$ cat config.mk
export PLATFORM = sky130hd
export DESIGN_NAME = mps_sequencer
export DESIGN_NICKNAME = d
export VERILOG_FILES = /design/src/rtl/mps_pkg.sv /design/src/rtl/mps_cond_test.sv /design/src/rtl/mps_input_logic.sv /design/src/rtl/mps_addr_path.sv /design/src/rtl/mps_sequencer.sv
export SDC_FILE = /design/constraint.sdc
export NUM_CORES = 1
export LEC_CHECK = 0
export BUFFER_PORTS_ARGS = -buffer_cell sky130_fd_sc_hd__buf_4
export CAP_MARGIN = 20
export CORE_ASPECT_RATIO = 1.25
export CORE_MARGIN = 5
export CORE_UTILIZATION = 42
export DETAILED_ROUTE_END_ITERATION = 8
export PLACE_DENSITY = 0.81
export SLEW_MARGIN = 40
export SYNTH_ARGS = -nofsm -noshare
export SYNTH_HDL_FRONTEND = slang
export SYNTH_SLANG_ARGS = --single-unit
$ cat constraint.sdc
create_clock -name clk -period 1.2 [get_ports clk]
set_input_delay 0 -clock clk [delete_from_list [all_inputs] [get_ports clk]]
set_output_delay 0 -clock clk [all_outputs]
set_load 0.005 [all_outputs]
$ cat src/rtl/mps_pkg.sv
package mps_pkg;

    // Branch-type field encoding; the input logic decodes these values
    typedef enum logic [1:0] {
        BR_JUMP = 2'b00,
        BR_CALL = 2'b01,
        BR_MAP  = 2'b10,
        BR_RET  = 2'b11
    } br_kind_e;

    // Source selected into the control address register
    typedef enum logic [1:0] {
        SRC_INC    = 2'b00,
        SRC_BRANCH = 2'b01,
        SRC_MAP    = 2'b10,
        SRC_SBR    = 2'b11
    } car_src_e;

    typedef struct packed {
        car_src_e src;
        logic     save_ret;
    } seq_ctl_t;

    // Input logic: high select bit follows the branch type's high bit,
    // low select bit is the test for jump/call, or the low type bit otherwise.
    function automatic seq_ctl_t decode_ctl(input br_kind_e kind, input logic test);
        seq_ctl_t c;
        logic [1:0] k;
        k = kind;
        c.src      = car_src_e'({k[1], (~k[1] & test) | (k[1] & k[0])});
        c.save_ret = ~k[1] & k[0] & test;
        return c;
    endfunction

endpackage

$ cat src/rtl/mps_cond_test.sv
module mps_cond_test #(
    parameter int CD_W = 2
) (
    input  logic [(1<<CD_W)-2:0] status_in,
    input  logic [CD_W-1:0]      cd_sel,
    output logic                 test
);
    localparam int N_COND = 1 << CD_W;

    logic [N_COND-1:0] cond_vec;

    // Entry 0 is the always-true condition
    assign cond_vec[0] = 1'b1;

    generate
        for (genvar i = 1; i < N_COND; i++) begin : g_cond
            assign cond_vec[i] = status_in[i-1];
        end
    endgenerate

    assign test = cond_vec[cd_sel];

endmodule

$ cat src/rtl/mps_input_logic.sv
module mps_input_logic
    import mps_pkg::*;
(
    input  logic [1:0] br_type,
    input  logic       test,
    output seq_ctl_t   ctl
);
    br_kind_e kind;

    assign kind = br_kind_e'(br_type);

    always_comb begin
        ctl = decode_ctl(kind, test);
    end

endmodule

$ cat src/rtl/mps_addr_path.sv
module mps_addr_path
    import mps_pkg::*;
#(
    parameter int          AW         = 7,
    parameter int          OP_W       = 4,
    parameter logic [AW-1:0] RESET_ADDR = 7'd64
) (
    input  logic          clk,
    input  logic          rst,
    input  seq_ctl_t      ctl,
    input  logic [AW-1:0] br_addr,
    input  logic [OP_W-1:0] opcode,
    output logic [AW-1:0] car_q,
    output logic [AW-1:0] sbr_q
);
    // Routine slot width left below the opcode bits after the leading zero
    localparam int SLOT_W = AW - 1 - OP_W;

    logic [AW-1:0] car_inc;
    logic [AW-1:0] map_addr;
    logic [AW-1:0] car_d;

    assign car_inc = car_q + AW'(1);

    generate
        if (SLOT_W > 0) begin : g_slot
            assign map_addr = {1'b0, opcode, {SLOT_W{1'b0}}};
        end else begin : g_noslot
            assign map_addr = {1'b0, opcode};
        end
    endgenerate

    always_comb begin
        unique case (ctl.src)
            SRC_INC:    car_d = car_inc;
            SRC_BRANCH: car_d = br_addr;
            SRC_MAP:    car_d = map_addr;
            SRC_SBR:    car_d = sbr_q;
            default:    car_d = car_inc;
        endcase
    end

    always_ff @(posedge clk) begin
        if (rst) begin
            car_q <= RESET_ADDR;
            sbr_q <= '0;
        end else begin
            car_q <= car_d;
            if (ctl.save_ret) begin
                sbr_q <= car_inc;
            end
        end
    end

endmodule

$ cat src/rtl/mps_sequencer.sv
module mps_sequencer
    import mps_pkg::*;
#(
    parameter int            AW         = 7,
    parameter int            OP_W       = 4,
    parameter int            CD_W       = 2,
    parameter logic [AW-1:0] RESET_ADDR = 7'd64
) (
    input  logic                 clk,
    input  logic                 rst,
    input  logic [OP_W-1:0]      opcode,
    input  logic [(1<<CD_W)-2:0] status_in,
    input  logic [CD_W-1:0]      cd_sel,
    input  logic [1:0]           br_type,
    input  logic [AW-1:0]        br_addr,
    output logic [AW-1:0]        car
);
    logic     test;
    seq_ctl_t ctl;
    logic [AW-1:0] sbr_q;

    mps_cond_test #(.CD_W(CD_W)) i_cond (
        .status_in (status_in),
        .cd_sel    (cd_sel),
        .test      (test)
    );

    mps_input_logic i_inlog (
        .br_type (br_type),
        .test    (test),
        .ctl     (ctl)
    );

    mps_addr_path #(
        .AW         (AW),
        .OP_W       (OP_W),
        .RESET_ADDR (RESET_ADDR)
    ) i_path (
        .clk     (clk),
        .rst     (rst),
        .ctl     (ctl),
        .br_addr (br_addr),
        .opcode  (opcode),
        .car_q   (car),
        .sbr_q   (sbr_q)
    );

endmodule

==> results.txt <==
Via density: 5.66
Clock Power Share: 0.249
Max IR drop VDD: 0.000693 V
Max-slew violations: 0
GP Congestion: 0.737
ANT cells: 0
RSZ-0062 raised after global routing: yes
Crit path buf inv count: 0
Initial core utilization: 0.431
Die width: 47.8 um
Reg2reg path depth: 5
#FFs+latches synth: 14
Worst path depth: 5
Endpoints failing hold: 0
Latest clock arrival within the worst-skew pair: 270 ps
Post-layout util: 0.671
Clock root buffer master: clkbuf_4
Die footprint: 0.00274 mm2
# Max-Cap Violations: 0
Share of post-route cells with drive strength above 1: 0.545
Worst min path class: in2reg
Final worst-path cycle share: 0.998
Final instance area: 0.00117 mm2
Sequential share of the synthesized area: 0.373
CTS Sinks: 14
Pre-CTS WS: -31.2 ps
Top Ports: 27
First-pass GRT wire length: 3120 um
Unique masters post-synth: 27
Total power: 0.00113 W
Syn avg cell area: 8.95 um2
Leading area contributor after synthesis: dfxtp_1
CTS Buffer Depth: 2
Max stage delay on crit path: 380 ps
Port bufs: 26
Worst Path Arrival: 1410 ps
CP startpoint kind: register
Final Worst Setup Slack: 2.31 ps
Num CTS Buffers: 3
Cells after synthesis: 84
Worst Path Required: 1410 ps
Post-DP HPWL: 1460 um
CP delay by family, top: flip-flops
Row count: 17
Power Density: 961 mW/mm2
Switching Share: 0.290
Max_slew headroom: 0.778
WL per Instance: 16.1 um
Top cell type's share of synthesized area: 0.373
F_max: 835 MHz
Drt pass-1 iters: 4
Post-synth ARST share: 0
Post-route DRC: 0
Leak: 0.473 nW
Critical path class: reg2reg
Int Pwr: 0.000798 W
Remaining antenna violation count: 0
Combinational Power Share: 0.275
Vias in the first global route: 770
Hold-fix buffers, CTS: 0
Top cells by area, synth: dfxtp_1 (37%), mux2i_1 (8.0%), a211oi_2 (6.7%)
CTS tree: yes
Synth cell count leaders: dfxtp_1 (14), nor2_1 (12), mux2i_1 (6), nand3_1 (6), nand2_1 (5)
CP Cell Sequence: ha_4 -> nand3_4 -> xor2_2 -> or2_4 -> a21oi_2
Nets: 143
Post-synth EDFFs: 0
Synthesis-to-finish area growth: 55.7%
Syn nets: 105
Final min period: 1200 ps
Antenna violations before repair: 0
Crit path max fanout: 3
Total core area: 0.00174 mm2
Setup TNS: 0 ps
Total GRT Usage: 0.158
Switching power: 0.000327 W
CP max stage cell: dfxtp_4
Clock-pin slew of the registers on the worst-case setup and hold paths: 80 ps
Yosys warnings: 0
Grt ovf: 0
Worst clock skew: 1.45 ps
Max H-tree Level: 1
Slew of the pin with the lowest slew margin: 330 ps
Hold path depth: 2
Initial DRC Count: 16
Top-count cell post-synth: dfxtp_1
Pin count of the biggest net entering global routing: 17
Cell Area, Placed: 0.00101 mm2
DIE HEIGHT: 57.3 um
Final setup vio count: 0
Top FF cell, synth: dfxtp_1
Status: finished clean
Vias: 792
CP Capture Type: register
Total length of routed wires: 2260 um
Flop pwr share: 0.476
Synthesized cell area: 752 um2
placed cells by master (no fill, tap or decap):
cell type,n
buf_4,36
nor2_1,12
dfxtp_1,9
mux2i_1,6
nand2_1,5
xor2_2,4
a211oi_2,4
nand3_1,3
a211oi_1,3
o211ai_1,3
a21oi_2,3
clkbuf_4,3
dfxtp_4,3
nand3_4,2
inv_1,2
or2_4,2
a311oi_1,2
dfxtp_2,2
buf_6,2
and3_4,1
nand2b_1,1
a221oi_2,1
nand3_2,1
xnor2_1,1
nor4b_1,1
a31oi_1,1
a21oi_1,1
nand3b_1,1
o31ai_1,1
or2_2,1
and3_1,1
a22oi_1,1
ha_4,1
clkbuf_1,1
metrics by stage:
step | cells | hold slack [ps]
after CTS | 138 | 13.0
after global placement | 131 | 300
after global routing | 140 | 16.9
final | 140 | 18.4
after detailed placement | 131 | 302
after floorplan | 84 | 62.4
flip-flops by register name, indices dropped and copies added (netlist names):
name and cells:
i_path.sbr_q 7, i_path.car_q 7
layout make-up:
cell class,count,area (um2)
fill,135,573
multi-input combinational,63,527
sequential,14,294
timing repair buffer,38,293
clock buffer,4,26.3
tap,19,23.8
inverter,2,7.51
what timing repair did:
action / 4_1_cts / 5_1_grt
buffers inserted: 3 / 2
resized for setup: 3 / 18
endpoints found under the setup margin: 1 / 8
pin swaps: 2 / 12
cells by family after synthesis:
| logic type | count (synthesis) | synth area share |
|---|---|---|
| AND/OR/NAND/NOR | 31 | 0.196 |
| flip-flops | 14 | 0.373 |
| XOR/XNOR | 5 | 0.0582 |
| buffers and inverters | 7 | 0.0516 |
| AO/OA/AOI/OAI | 20 | 0.225 |
| adder cells (fa/ha/maj) | 1 | 0.0166 |
| multiplexers | 6 | 0.0799 |
worst paths after layout:
kind | slack [ps] | from | end
setup / recovery | 2 | i_path.car_q[0]$_SDFF_PP0_ | i_path.car_q[4]$_SDFF_PP0_
hold / removal | 20 | rst | i_path.car_q[3]$_SDFF_PP0_
setup reg to reg | 2 | i_path.car_q[0]$_SDFF_PP0_ | i_path.car_q[4]$_SDFF_PP0_
hold reg to reg | 500 | i_path.sbr_q[1]$_SDFFE_PP0P_ | i_path.car_q[1]$_SDFF_PP0_
layer usage:
layer	vias to the layer above	share of wire	GRT usage
li1	374	-	-
met1	382	0.39	0.162
met2	32	0.55	0.265
met3	4	0.047	0.0315
met4	0	0.013	0.115
met5	-	0	0
power by group through the flow:
stage | clock network, W | registers [W] | logic (W)
floorplan | 0 | 0.000537 | 0.000131
global placement | 0 | 0.000535 | 0.000252
detailed placement | 0 | 0.000537 | 0.000259
CTS | 0.000283 | 0.000527 | 0.000274
global route | 0.000316 | 0.000540 | 0.000335
finish | 0.000280 | 0.000536 | 0.000309
No activity file was read; power rests on OpenSTA's default activity.
